**src/rtl/telem_pkg.sv**
```systemverilog
package telem_pkg;

    localparam int HDR_W  = 12;
    localparam int SMP_W  = 10;
    localparam int WORD_W = 12;
    localparam int CH_W   = 3;

    typedef enum logic [2:0] {
        ST_IDLE,
        ST_HDR,
        ST_DATA,
        ST_TAIL,
        ST_GAP
    } seq_state_t;

    typedef struct packed {
        logic             stale;
        logic             first_ch;
        logic [SMP_W-1:0] value;
    } smp_word_t;

    function automatic logic is_sending(seq_state_t s);
        return (s == ST_HDR) || (s == ST_DATA) || (s == ST_TAIL);
    endfunction

endpackage

```
**src/rtl/telem_start_edge.sv**
```systemverilog
module telem_start_edge (
    input  logic clk,
    input  logic rst,
    input  logic start_in,
    output logic rise
);
    logic start_q;

    always_ff @(posedge clk) begin
        if (rst) start_q <= 1'b1;
        else     start_q <= start_in;
    end

    assign rise = start_in & ~start_q;
endmodule

```
**src/rtl/telem_bit_timer.sv**
```systemverilog
module telem_bit_timer #(
    parameter int DIV_W = 6
) (
    input  logic             clk,
    input  logic             rst,
    input  logic             run,
    input  logic [DIV_W-1:0] div,
    output logic             tick
);
    logic [DIV_W-1:0] cnt;

    assign tick = run && (cnt == div);

    always_ff @(posedge clk) begin
        if (rst || !run || tick) cnt <= '0;
        else                     cnt <= cnt + 1'b1;
    end
endmodule

```
**src/rtl/telem_word_src.sv**
```systemverilog
module telem_word_src
    import telem_pkg::*;
(
    input  logic             clk,
    input  logic             rst,
    input  logic             clear,
    input  logic             load,
    input  logic             smp_valid,
    input  logic [SMP_W-1:0] smp_data,
    output smp_word_t        word,
    output logic [CH_W-1:0]  chan,
    output logic             stall
);
    logic [SMP_W-1:0] held;

    always_comb begin
        word.stale    = ~smp_valid;
        word.first_ch = (chan == '0);
        word.value    = smp_valid ? smp_data : held;
    end

    assign stall = load & ~smp_valid;

    always_ff @(posedge clk) begin
        if (rst) begin
            held <= '0;
            chan <= '0;
        end else if (clear) begin
            chan <= '0;
        end else if (load) begin
            chan <= chan + 1'b1;
            if (smp_valid) held <= smp_data;
        end
    end
endmodule

```
**src/rtl/telem_framer.sv**
```systemverilog
module telem_framer
    import telem_pkg::*;
#(
    parameter int ND_W  = 8,
    parameter int NP_W  = 8,
    parameter int GAP_W = 4,
    parameter int DIV_W = 6
) (
    input  logic             clk,
    input  logic             rst,
    input  logic [HDR_W-1:0] cfg_header,
    input  logic [ND_W-1:0]  cfg_num_data,
    input  logic [NP_W-1:0]  cfg_num_pkts,
    input  logic [DIV_W-1:0] cfg_div,
    input  logic [GAP_W-1:0] cfg_gap,
    input  logic             cfg_tail_en,
    input  logic             cfg_start,
    input  logic             smp_valid,
    input  logic [SMP_W-1:0] smp_data,
    output logic             smp_ready,
    output logic [CH_W-1:0]  smp_chan,
    output logic             smp_stall,
    output logic             ser_out,
    output logic             busy
);
    localparam int PC_W   = NP_W + 1;
    localparam int LEN_W  = ND_W + 5;
    localparam int GAPB_W = LEN_W + GAP_W;
    localparam int BI_W   = $clog2(WORD_W);

    seq_state_t        state;
    logic [HDR_W-1:0]  hdr_q;
    logic [ND_W-1:0]   nd_q;
    logic              tail_q;
    logic [DIV_W-1:0]  div_q;
    logic [GAPB_W-1:0] gapbits_q, gap_cnt;
    logic [PC_W-1:0]   pkts_left;
    logic [WORD_W-1:0] shreg;
    logic [BI_W-1:0]   bit_idx;
    logic [ND_W-1:0]   word_idx;

    logic       start_rise, fire, tick;
    logic       last_bit, word_load, goto_tail, pkt_done, gap_done;
    smp_word_t  next_word;
    logic [LEN_W-1:0]  plen;
    logic [GAPB_W-1:0] gapbits;
    logic [PC_W-1:0]   pkts_eff;

    telem_start_edge u_edge (
        .clk(clk), .rst(rst), .start_in(cfg_start), .rise(start_rise)
    );

    telem_bit_timer #(.DIV_W(DIV_W)) u_timer (
        .clk(clk), .rst(rst), .run(state != ST_IDLE), .div(div_q), .tick(tick)
    );

    telem_word_src u_src (
        .clk(clk), .rst(rst), .clear(fire), .load(word_load),
        .smp_valid(smp_valid), .smp_data(smp_data),
        .word(next_word), .chan(smp_chan), .stall(smp_stall)
    );

    always_comb begin
        plen    = LEN_W'(12) * (LEN_W'(1) + LEN_W'(cfg_num_data) + LEN_W'(cfg_tail_en));
        gapbits = GAPB_W'(cfg_gap) * GAPB_W'(plen);
        if (cfg_num_pkts == '0)                pkts_eff = '0;
        else if (cfg_num_pkts == NP_W'(1))     pkts_eff = PC_W'(2);
        else                                   pkts_eff = PC_W'(cfg_num_pkts) + 1'b1;
    end

    assign fire = start_rise && (state == ST_IDLE) && (cfg_num_pkts != '0);

    always_comb begin
        last_bit  = tick && is_sending(state) && (bit_idx == BI_W'(WORD_W - 1));
        word_load = last_bit &&
                    (((state == ST_HDR) && (nd_q != '0)) ||
                     ((state == ST_DATA) && (word_idx != nd_q - 1'b1)));
        goto_tail = last_bit && !word_load && tail_q && (state != ST_TAIL);
        pkt_done  = last_bit && !word_load && !goto_tail;
        gap_done  = (state == ST_GAP) && tick && (gap_cnt == '0);
    end

    always_ff @(posedge clk) begin
        if (rst) begin
            state     <= ST_IDLE;
            hdr_q     <= '0;
            nd_q      <= '0;
            tail_q    <= 1'b0;
            div_q     <= '0;
            gapbits_q <= '0;
            gap_cnt   <= '0;
            pkts_left <= '0;
            shreg     <= '0;
            bit_idx   <= '0;
            word_idx  <= '0;
        end else if (fire) begin
            state     <= ST_HDR;
            hdr_q     <= cfg_header;
            nd_q      <= cfg_num_data;
            tail_q    <= cfg_tail_en;
            div_q     <= cfg_div;
            gapbits_q <= gapbits;
            pkts_left <= pkts_eff;
            shreg     <= cfg_header;
            bit_idx   <= '0;
        end else if (word_load) begin
            state    <= ST_DATA;
            shreg    <= next_word;
            bit_idx  <= '0;
            word_idx <= (state == ST_HDR) ? '0 : word_idx + 1'b1;
        end else if (goto_tail) begin
            state   <= ST_TAIL;
            shreg   <= ~hdr_q;
            bit_idx <= '0;
        end else if (pkt_done) begin
            pkts_left <= pkts_left - 1'b1;
            bit_idx   <= '0;
            if (gapbits_q != '0) begin
                state   <= ST_GAP;
                gap_cnt <= gapbits_q - 1'b1;
            end else if (pkts_left == PC_W'(1)) begin
                state <= ST_IDLE;
            end else begin
                state <= ST_HDR;
                shreg <= hdr_q;
            end
        end else if (gap_done) begin
            if (pkts_left == '0) begin
                state <= ST_IDLE;
            end else begin
                state   <= ST_HDR;
                shreg   <= hdr_q;
                bit_idx <= '0;
            end
        end else if (tick && is_sending(state)) begin
            shreg   <= {shreg[WORD_W-2:0], 1'b0};
            bit_idx <= bit_idx + 1'b1;
        end else if (tick && (state == ST_GAP)) begin
            gap_cnt <= gap_cnt - 1'b1;
        end
    end

    assign ser_out   = is_sending(state) && shreg[WORD_W-1];
    assign busy      = (state != ST_IDLE);
    assign smp_ready = word_load;
endmodule

```
**config.mk**
```make
export PLATFORM = sky130hd
export DESIGN_NAME = telem_framer
export DESIGN_NICKNAME = d
export VERILOG_FILES = /design/src/rtl/telem_pkg.sv /design/src/rtl/telem_start_edge.sv /design/src/rtl/telem_bit_timer.sv /design/src/rtl/telem_word_src.sv /design/src/rtl/telem_framer.sv
export SDC_FILE = /design/constraint.sdc
export NUM_CORES = 1
export LEC_CHECK = 0
export CAP_MARGIN = 10
export CORE_MARGIN = 2
export CORE_UTILIZATION = 25
export CTS_CLUSTER_DIAMETER = 80
export DETAILED_ROUTE_END_ITERATION = 6
export GPL_TIMING_DRIVEN = 0
export SLEW_MARGIN = 20
export SYNTH_ARGS = -nofsm -noshare
export SYNTH_HDL_FRONTEND = slang
export SYNTH_SLANG_ARGS = --single-unit
```
**constraint.sdc**
```tcl
create_clock -name clk -period 12.8 [get_ports clk]
set_input_delay 1.92 -clock clk [delete_from_list [all_inputs] [get_ports clk]]
set_output_delay 1.92 -clock clk [all_outputs]
set_load 0.005 [all_outputs]
```
==> run summary <==
ROUTING
-------------------------------------------------------------------------------------
Count of routing violations after the opening detailed-route iteration            554
Sum of met2 wire segment lengths after detailed routing                       9860 um
First drt pass iteration count                                                      5
Detailed-route wire length per cell                                           15.2 um
Final antenna-violating net count                                                   0
Via-per-instance ratio                                                           4.96
# DRC                                                                               0
Highest routed metal layer                                                       met4
Met3 wire len                                                                 1160 um
Aggregate routed wire length                                                 23200 um
Total via count after detailed routing                                           7563
WL met1                                                                      11800 um

SETUP PATH
-------------------------------------------------------------------------------------
Peak per-stage delay on the critical path                                     0.57 ns
Peak fanout along the critical path                                                 5
Data arrival time of the critical path                                        7.67 ns
Data required, critical path                                                 13.07 ns
Crit path buffers/inverters                                                         5
Crit path cell chain                                                     clkdlybuf4s50_1, inv_1, ha_1, inv_1, ha_1, ha_1, fa_1, a21o_1, a21oi_1, nor2_1, a221oi_1, o21ai_0, xor2_1, and2_1, fa_1, inv_1, fa_1, inv_1, ha_1, and3_1, a211oi_1, nor3_1, o21ai_0, a21oi_1
Cell with the largest stage delay on the worst path                      sky130_fd_sc_hd__clkdlybuf4s50_1
Element type at the critical path start                                    input port
Crit path max-delay family                                                adder cells
CP endpoint kind                                                                 flop
Crit Path Class                                                          input port to flop

SYNTHESIS
-------------------------------------------------------------------------------------
Number of synthesized register bits                                               115
Proportion of synthesized chip area in sequential cells                         0.284
Synthesized area                                                            8100 um^2
Number of distinct library cells after synthesis                                   71
Top cells by area, synth                                                 sky130_fd_sc_hd__dfxtp_1 28%, sky130_fd_sc_hd__ha_1 6.8%, sky130_fd_sc_hd__nand2_1 6.0%
Cells after synthesis                                                            1032
Avg Synthesized Cell Area                                                   7.85 um^2
Post-synth net total                                                             1148
Yosys warning count                                                                 0
Share of Yosys cell area claimed by the top area cell type                      0.284
Most common flop cell mapped by yosys                                    sky130_fd_sc_hd__dfxtp_1
EDFF count, synth                                                                   0
Leading area contributor after synthesis                                 sky130_fd_sc_hd__dfxtp_1
Post-synthesis async set-or-reset flop share                                        0

TIMING
-------------------------------------------------------------------------------------
Measured slew at the worst slew-check pin                                    0.768 ns
Worst Clk Skew                                                             0.00939 ns
Worst setup margin                                                            5.39 ns
Final Max Slew Viols                                                                0
Relative slew slack                                                             0.488
Final count of negative-setup-slack endpoints                                       0
Worst hold margin                                                            0.464 ns
Final hold violation count                                                          0
Total negative slack for setup checks                                            0 ns
Setup repair after global routing missed its margin                                no
Top achievable clock speed                                                    135 MHz
Share of the clock period used by the worst path                                0.579
Period minus WS final                                                         7.41 ns

PLACEMENT
-------------------------------------------------------------------------------------
Post-detailed-placement half-perimeter wirelength                            17500 um
PortBufs                                                                           58
Routability cong.                                                               0.846
Area after detailed placement                                               9180 um^2
Post-placement worst setup slack                                              5.02 ns
Placed cells                                                                     1492

RUN STATUS
-------------------------------------------------------------------------------------
Status                                                                      completed

FLOORPLAN
-------------------------------------------------------------------------------------
Area of the die                                                            33900 um^2
Standard cell core area                                                    31700 um^2
Die span in y                                                                  184 um
Effective utilization at floorplan                                              0.255
Width of the die                                                               184 um
Site row count                                                                     65
I/O pin count                                                                      60

POWER
-------------------------------------------------------------------------------------
Switching pwr                                                                  418 uW
Power density over the cells                                              131 nW/um^2
Switching share of power                                                        0.327
Leak pwr                                                                      3.91 nW
Internal cell power                                                            859 uW
Comb power frac                                                                 0.327
Clock power frac                                                                0.371
Part of the power in registers                                                  0.302
Worst ir drop on vdd                                                        0.0750 mV
Post-route total power                                                        1.28 mW

CELLS AND AREA
-------------------------------------------------------------------------------------
Number of fill cells in the layout                                               3328
Post-layout util                                                                0.308
# nets final                                                                     1225
Inserted Diodes                                                                     0
Area Overhead vs Synth                                                          20.7%
Non-Filler Cell Area, Final                                                 9770 um^2
Fraction of layout instances using a drive strength above 1                    0.0597
Final Instance Count excl. Fillers                                               1524

CLOCK NETWORK
-------------------------------------------------------------------------------------
Total number of H-tree levels                                                       4
CTS Root Buffer Type                                                     sky130_fd_sc_hd__clkbuf_16
Clock tree buffer depth                                                             2
Source-to-sink clock delay at the later pin of the worst-skew pair            0.42 ns
Clock tree from TritonCTS                                                        done
Number of buffers inserted by post-CTS setup repair                                 0
CTS clock-pin slew for the worst setup and hold paths                         0.06 ns
Number of gates given a new drive strength after cts                                0
Inserted Clock Buffers                                                             17
Count of clock tree sinks                                                         115
Number of buffers inserted by hold repair at cts                                    0

GLOBAL ROUTING
-------------------------------------------------------------------------------------
Wire length of the first global-routing pass                                 37100 um
Remaining global-route overflow                                                     0
Pin count of the biggest net entering global routing                               17
Number of antenna violations at the first check in global routing                   0
Total track usage                                                               0.138
Vias in the first global route                                                   7151

HOLD PATH
-------------------------------------------------------------------------------------
Worst min path class                                                     flop to flop

RUN
-------------------------------------------------------------------------------------
MaxCap Viol Count                                                                   0

==> layer usage <==
metal | up-vias | GRT usage
li1 | 3769 | -
met3 | 22 | 0.0228
met2 | 202 | 0.209
met1 | 3570 | 0.199
met4 | 0 | 0.0448
met5 | - | 0
==> worst reg2reg max path, cell delays in order (launching register included) <==
cell	delay, ns
sky130_fd_sc_hd__dfxtp_1	0.48
sky130_fd_sc_hd__inv_1	0.11
sky130_fd_sc_hd__ha_1	0.29
sky130_fd_sc_hd__nor2b_1	0.15
sky130_fd_sc_hd__or3_1	0.35
sky130_fd_sc_hd__a31o_1	0.30
sky130_fd_sc_hd__o41ai_4	0.64
sky130_fd_sc_hd__nand3_2	0.32
sky130_fd_sc_hd__clkbuf_1	0.36
sky130_fd_sc_hd__mux2i_1	0.21
sky130_fd_sc_hd__nor2_1	0.06
sky130_fd_sc_hd__a311oi_1	0.28
==> flip-flops by register name (all words and copies together), names as in the netlist, 3 cells and up <==
signal / count
gap_cnt: 17
gapbits_q: 15
hdr_q: 12
shreg: 12
u_src.held: 10
pkts_left: 9
nd_q: 8
word_idx: 8
div_q: 6
u_timer.cnt: 6
bit_idx: 4
state: 3
u_src.chan: 3
==> final timing paths <==
path / slack (ns) / start / endpoint / cells past startpoint
setup / recovery: 5.39 / cfg_tail_en / gapbits_q[15] / 24
hold / removal: 0.46 / hdr_q[11] / hdr_q[11] / 2
setup reg to reg: 9.16 / nd_q[0] / shreg[6] / 11
hold reg to reg: 0.46 / hdr_q[11] / hdr_q[11] / 2
==> cell usage in the layout (no fill, tap or decap), types with 34 or more instances in the layout <==
cell	n
sky130_fd_sc_hd__o21ai_0	47
sky130_fd_sc_hd__a21oi_1	95
sky130_fd_sc_hd__ha_1	44
sky130_fd_sc_hd__clkbuf_1	38
sky130_fd_sc_hd__nor3_1	34
sky130_fd_sc_hd__xnor2_1	35
sky130_fd_sc_hd__inv_1	56
sky130_fd_sc_hd__nor2_1	105
sky130_fd_sc_hd__dfxtp_1	115
sky130_fd_sc_hd__clkdlybuf4s50_1	58
sky130_fd_sc_hd__nand2_1	129
==> power groups by stage <==
stage / sequential (mW) / clock (mW) / combinational (mW)
6_report: 0.386 / 0.474 / 0.417
4_1_cts: 0.385 / 0.479 / 0.418
5_1_grt: 0.388 / 0.495 / 0.471
2_1_floorplan: 0.389 / 0 / 0.317
3_3_place_gp: 0.392 / 0 / 0.412
3_5_place_dp: 0.393 / 0 / 0.414
==> synth_stat cells (6+ instances only) <==
library cell               count
sky130_fd_sc_hd__dfxtp_1     115
sky130_fd_sc_hd__or4_1         7
sky130_fd_sc_hd__o22ai_1       6
sky130_fd_sc_hd__nor3_1       34
sky130_fd_sc_hd__nor4_1        9
sky130_fd_sc_hd__a211oi_1     13
sky130_fd_sc_hd__a31oi_1       6
sky130_fd_sc_hd__or3_1         7
sky130_fd_sc_hd__and3_1       11
sky130_fd_sc_hd__inv_1        56
sky130_fd_sc_hd__nand4_1       8
sky130_fd_sc_hd__xnor2_1      35
sky130_fd_sc_hd__and4_1        8
sky130_fd_sc_hd__buf_2         6
sky130_fd_sc_hd__ha_1         44
sky130_fd_sc_hd__and2_1       31
sky130_fd_sc_hd__fa_1         19
sky130_fd_sc_hd__a311oi_1      9
sky130_fd_sc_hd__o21ai_0      47
sky130_fd_sc_hd__nor2b_1       8
sky130_fd_sc_hd__nor2_1      105
sky130_fd_sc_hd__clkbuf_1     36
sky130_fd_sc_hd__nand3_1      28
sky130_fd_sc_hd__a21o_1       18
sky130_fd_sc_hd__xor2_1       32
sky130_fd_sc_hd__nand2_1     129
sky130_fd_sc_hd__mux2i_1      27
sky130_fd_sc_hd__a21oi_1      95
==> cell type report <==
class                      count  area, um^2  share of cell area
clock buffer                  23         488              0.0499
multi-input combinational    814        5390               0.551
timing repair buffer          58         581              0.0594
buffer                        47         203              0.0207
sequential                   115        2300               0.236
tap                          402         503              0.0515
inverter                      56         210              0.0215
clock inverter                 9         103              0.0105
==> cell families (layout without fill, tap and decap cells) <==
kind of cell / Yosys count / after routing / synth area share
and+or+nand+nor: 414 / 414 / 0.250
muxes: 30 / 30 / 0.0375
xor gates and xnor gates: 68 / 68 / 0.0754
DFF: 115 / 115 / 0.284
AOI/OAI and AO/OA: 239 / 239 / 0.187
buffers and inverters: 103 / 193 / 0.0510
adders and majority gates: 63 / 63 / 0.115
Note: power is estimated with default switching activity, not from simulation.
